===== config.mk =====
export PLATFORM = sky130hd
export DESIGN_NAME = nib_crc_acc
export DESIGN_NICKNAME = d
export VERILOG_FILES = /design/src/rtl/nib_crc_pkg.sv /design/src/rtl/nib_crc_qual.sv /design/src/rtl/nib_crc_fold.sv /design/src/rtl/nib_crc_acc.sv
export SDC_FILE = /design/constraint.sdc
export NUM_CORES = 1
export LEC_CHECK = 0
export CORE_UTILIZATION = 60
export CTS_CLUSTER_SIZE = 16
export DETAILED_ROUTE_END_ITERATION = 10
export DONT_BUFFER_PORTS = 1
export MAX_ROUTING_LAYER = met4
export PLACE_DENSITY = 0.81
export SETUP_SLACK_MARGIN = 0.05
export SYNTH_ARGS = -nofsm -noshare
export SYNTH_HDL_FRONTEND = slang
export SYNTH_SLANG_ARGS = --single-unit

===== constraint.sdc =====
create_clock -name clk_i -period 1.4 [get_ports clk_i]
set_clock_uncertainty 0.05 [all_clocks]
set_input_delay 0.07 -clock clk_i [delete_from_list [all_inputs] [get_ports clk_i]]
set_output_delay 0.07 -clock clk_i [all_outputs]
set_load 0.03 [all_outputs]

===== src/rtl/nib_crc_pkg.sv =====
package nib_crc_pkg;
  localparam int unsigned CRC_W = 16;
  localparam int unsigned NIB_W = 4;
  localparam logic [CRC_W-1:0] FOLD_MULT = 16'h1081;

  typedef logic [CRC_W-1:0] crc_t;
  typedef logic [NIB_W-1:0] nib_t;
endpackage


===== src/rtl/nib_crc_qual.sv =====
module nib_crc_qual (
  input  logic nib_vld_i,
  input  logic src_io_i,
  input  logic is_write_i,
  input  logic is_peek_i,
  input  logic win_last_i,
  output logic feed_o
);
  logic plain_rd;

  // only real reads count; I/O window contributes on its top-offset nibble
  assign plain_rd = nib_vld_i && !is_write_i && !is_peek_i;
  assign feed_o   = plain_rd && (!src_io_i || win_last_i);
endmodule


===== src/rtl/nib_crc_fold.sv =====
module nib_crc_fold #(
  parameter int unsigned CRC_W = 16,
  parameter int unsigned NIB_W = 4,
  parameter logic [CRC_W-1:0] MULT = 16'h1081
) (
  input  logic [CRC_W-1:0] crc_i,
  input  logic [NIB_W-1:0] nib_i,
  output logic [CRC_W-1:0] crc_o
);
  logic [NIB_W-1:0] mix;
  logic [CRC_W-1:0] part [CRC_W];
  logic [CRC_W-1:0] prod;

  assign mix = crc_i[NIB_W-1:0] ^ nib_i;

  // constant multiply as XOR of shifted copies, one per set bit of MULT
  for (genvar k = 0; k < CRC_W; k++) begin : g_tap
    if (MULT[k]) begin : g_on
      assign part[k] = CRC_W'(mix) << k;
    end else begin : g_off
      assign part[k] = '0;
    end
  end

  always_comb begin
    prod = '0;
    for (int k = 0; k < CRC_W; k++) prod = prod ^ part[k];
  end

  assign crc_o = (crc_i >> NIB_W) ^ prod;
endmodule


===== src/rtl/nib_crc_acc.sv =====
module nib_crc_acc
  import nib_crc_pkg::*;
(
  input  logic        clk_i,
  input  logic        rst_ni,
  input  logic        nib_vld_i,
  input  logic [3:0]  nib_i,
  input  logic        src_io_i,
  input  logic        is_write_i,
  input  logic        is_peek_i,
  input  logic        win_last_i,
  input  logic        load_i,
  input  logic [15:0] load_val_i,
  output logic [15:0] crc_o
);
  crc_t crc_q, crc_nxt;
  logic feed;

  nib_crc_qual u_qual (
    .nib_vld_i (nib_vld_i),
    .src_io_i  (src_io_i),
    .is_write_i(is_write_i),
    .is_peek_i (is_peek_i),
    .win_last_i(win_last_i),
    .feed_o    (feed)
  );

  nib_crc_fold #(
    .CRC_W(CRC_W),
    .NIB_W(NIB_W),
    .MULT (FOLD_MULT)
  ) u_fold (
    .crc_i(crc_q),
    .nib_i(nib_i),
    .crc_o(crc_nxt)
  );

  always_ff @(posedge clk_i or negedge rst_ni) begin
    if (!rst_ni)     crc_q <= '0;
    else if (load_i) crc_q <= load_val_i;  // load wins over a nibble
    else if (feed)   crc_q <= crc_nxt;
  end

  assign crc_o = crc_q;

  a_r8_load: assert property (@(posedge clk_i) disable iff (!rst_ni)
    load_i |=> crc_o == $past(load_val_i));
  a_r10_idle_hold: assert property (@(posedge clk_i) disable iff (!rst_ni)
    (!nib_vld_i && !load_i) |=> $stable(crc_o));
  a_r6_write_hold: assert property (@(posedge clk_i) disable iff (!rst_ni)
    (nib_vld_i && is_write_i && !load_i) |=> $stable(crc_o));
  a_r7_peek_hold: assert property (@(posedge clk_i) disable iff (!rst_ni)
    (nib_vld_i && is_peek_i && !load_i) |=> $stable(crc_o));
  a_r4_io_mid_hold: assert property (@(posedge clk_i) disable iff (!rst_ni)
    (nib_vld_i && src_io_i && !win_last_i && !load_i) |=> $stable(crc_o));
  a_r5_io_top_feeds: assert property (@(posedge clk_i) disable iff (!rst_ni)
    (nib_vld_i && src_io_i && win_last_i && !is_write_i && !is_peek_i) |-> feed);
endmodule


==> parameters.txt <==
Parameter                              Value

Outcome
  Status    finished, violations left
  Failing checks    hold timing

Worst hold path
  Type of the most critical hold path    input port to register
  Depth of the worst hold-timing path    1

Worst setup path
  Cell count of the worst reg-to-reg path    3
  Number of cells on the critical path    3
  Sort of element at the start of the critical path    register
  Crit-path most repeated cell    xnor2_1
  Category of the most critical setup path    register to register
  Critical path, cell by cell    xnor2_1 > xnor2_1 > a221o_1
  Top fanout value on the critical path    2
  Top delay family on crit path    flip-flops
  Crit path max-delay cell type    dfrtp_1
  Stage delay of the slowest cell on the critical path    0.40 ns
  Worst path buffer plus inverter count    0
  Critical Path End Type    register
  Critical Path AT    about 1.4 ns
  Required @ worst endpoint    approximately 1.6 ns

Power
  Internal power of the cells    863 uW
  Worst vdd ir    ~830 uV
  Portion of total power attributed to sequential cells    a little over two fifths
  Reported net switching power    between 400 and 500 uW
  Total power density per cell area    1020 nW/um2
  Static leakage    0.000538 uW
  Fraction of power consumed by combinational cells    between 30% and 40%
  Switching power as a share of total power    33.4%
  Clock Power Share    about 25%

STA
  Fin Hold WS    -0.202 ns
  Max Fclk    ~0.78 GHz
  Final critical delay including setup and external delays    about 1.3 ns
  Total negative slack    0 ns
  RSZ-0062 raised after global routing    false
  Fin. Hold Viols    11
  Final-report max-slew violation count    0
  Transition time at the pin with the least slew margin    approximately 0.74 ns
  Worst rel slew slack    50.8%
  Period Utilization, post-route    between 90 and 100%
  Final setup fails    0

Clock tree
  CTS buffer count    3
  Insertion delay to the later sink of the worst-skew pair    around 0.30 ns
  CTS tree    yes
  Number of buffers inserted by hold repair at cts    9
  Count of buffers added by post-CTS timing repair for setup    0
  Clock edge transition at the registers on the reported setup and hold paths    around 0.10 ns
  Htree depth    1
  Root buffer cell    clkbuf_4
  TritonCTS sink count    16
  Clock Tree Buf Depth    2
  Number of gates resized after cts    0

Route
  Final ANT Viol Nets    0
  Total number of vias    just over 900
  DR DRC count    0
  Post-detailed-route via-to-cell ratio    6.11
  Initial DRC Count    10
  Routed wire per std cell    16.4 um
  Total wire length    about 2.4 mm
  Number of optimization iterations in the first detailed-route pass    5

GRT
  Wire length of the first global-routing pass    ~4.2 mm
  Antenna violations before repair    0
  Maximum number of pins on one net before global-route repair    36
  Total global routing overflow    0
  Global-route usage over all layers    32.7%
  Via count of the first global-routing pass    954

Die
  Floorplan die width    42.6 um
  CORE AREA    between 1500 and 2000 um2
  Row count    14
  Number of ports placed on the die boundary    44
  Die Footprint    1810 um2
  Die Span Y    between 40 and 50 um
  Initial core utilization    about two thirds

Yosys
  Yosys warning count    0
  Flops & latches, synth    16
  Mapped Area    around 1000 um2
  Cell types with the largest area share after synthesis    dfrtp_1 41%, xnor2_1 11%, o31a_1 7.1%
  Share of the synthesized area in the top cell type    between 40% and 50%
  Synth Area per Inst    9.49 um2
  Part of the Yosys area used for sequential elements    just over 40%
  Gate Count Post-Synth    104
  Distinct cell type count after synthesis    22
  Cell type with the largest total area after synthesis    dfrtp_1
  Post-Synthesis Net Count    132

Placed design
  Last weighted congestion value of the routability-driven placer    between 0.8 and 0.9
  Half-perimeter wire length after placement    1.69 mm
  Buffers added on ports    0

Layout
  Fraction of layout instances using a drive strength above 1    roughly a fifth
  Utilization of the core after routing    a little over four fifths
  Number of nets in the final layout    around 160
  Number of flip-flops under the largest register name    16
  Antenna cell count    0
  Relative area change from synthesis to final layout    28.8%

Run
  # Max-Cap Violations    0
==> through the flow <==
step	hold slack [ns]	setup WS (ns)	cells	instance area, um2	total power [uW]
after detailed placement	-0.275	0.00911	136	1140	946
final	-0.202	0.113	149	1270	1290
after global placement	-0.275	0.0382	136	1140	934
after CTS	-0.185	0.121	149	1270	1280
after global routing	-0.210	0.0621	149	1270	1350
after floorplan	-0.276	0.0611	104	987	834
==> synthesized netlist by cell type (all sizes together) <==
master   n
nand2    7
o31ai    2
dfrtp   16
and2     4
nand2b   6
o21ai    4
a211o    1
nor2b   10
xnor2   12
nor3     1
and3     2
nor3b    1
or3b     1
o31a     8
clkbuf   3
nor4     6
nand3    8
buf      4
a21oi    3
a221o    5
==> cells in the final DEF, fill, tap and decap left out <==
cell           instances
nor2b_1               10
a221o_1                5
o31ai_1                2
o31a_1                 8
and3_1                 2
nand2_1                7
nand3_1                8
and2_1                 4
dlygate4sd3_1          9
dfrtp_1               16
a211o_1                1
clkbuf_4               3
o21ai_0                4
nor3b_2                1
a21oi_1                3
nand2b_1               6
or3b_1                 1
buf_4                 23
clkbuf_8               1
xnor2_1               12
nor4_1                 6
nor3_1                 1
==> cell families after synthesis <==
group | Yosys count | share of synthesized area [%]
xor gates and xnor gates | 12 | 10.6
and+or+nand+nor | 46 | 27.1
buffers and inverters | 7 | 3.55
DFF | 16 | 40.6
AOI/OAI and AO/OA | 23 | 18.1
==> power groups by stage <==
stage	Sequential, uW	Clock (uW)	Combinational [uW]
after global routing	550	345	457
after global placement	550	0	384
final	545	324	425
after CTS	544	312	423
after floorplan	653	0	180
after detailed placement	551	0	394
==> routing by layer <==
layer / GRT usage (%) / part of all wire, % / vias to the layer above
met1: 37.8 / 39 / 428
met5: - / 0 / -
li1: - / - / 435
met4: 12.5 / 1.6 / 0
met3: 10.3 / 7.8 / 5
met2: 52.9 / 52 / 42
==> worst paths after layout <==
check                                            from               endpoint  slack, ns
worst max-delay path             crc_o[1]$_DFFE_PN0P_   crc_o[8]$_DFFE_PN0P_       0.11
worst min-delay path                           load_i  crc_o[14]$_DFFE_PN0P_      -0.20
worst max register to register   crc_o[1]$_DFFE_PN0P_   crc_o[8]$_DFFE_PN0P_       0.11
worst min register to register  crc_o[13]$_DFFE_PN0P_   crc_o[9]$_DFFE_PN0P_       0.63
max in group asynchronous                      rst_ni   crc_o[7]$_DFFE_PN0P_       0.62
min in group asynchronous                      rst_ni   crc_o[8]$_DFFE_PN0P_       0.21
==> layout make-up <==
class / count / area, um2
clock buffers: 4 / 36.3
flip-flops and latches: 16 / 400
repair buffers: 32 / 263
multi-input cells: 81 / 552
well taps: 16 / 20.0
fillers: 92 / 253
(Power assumes the default switching activity.)
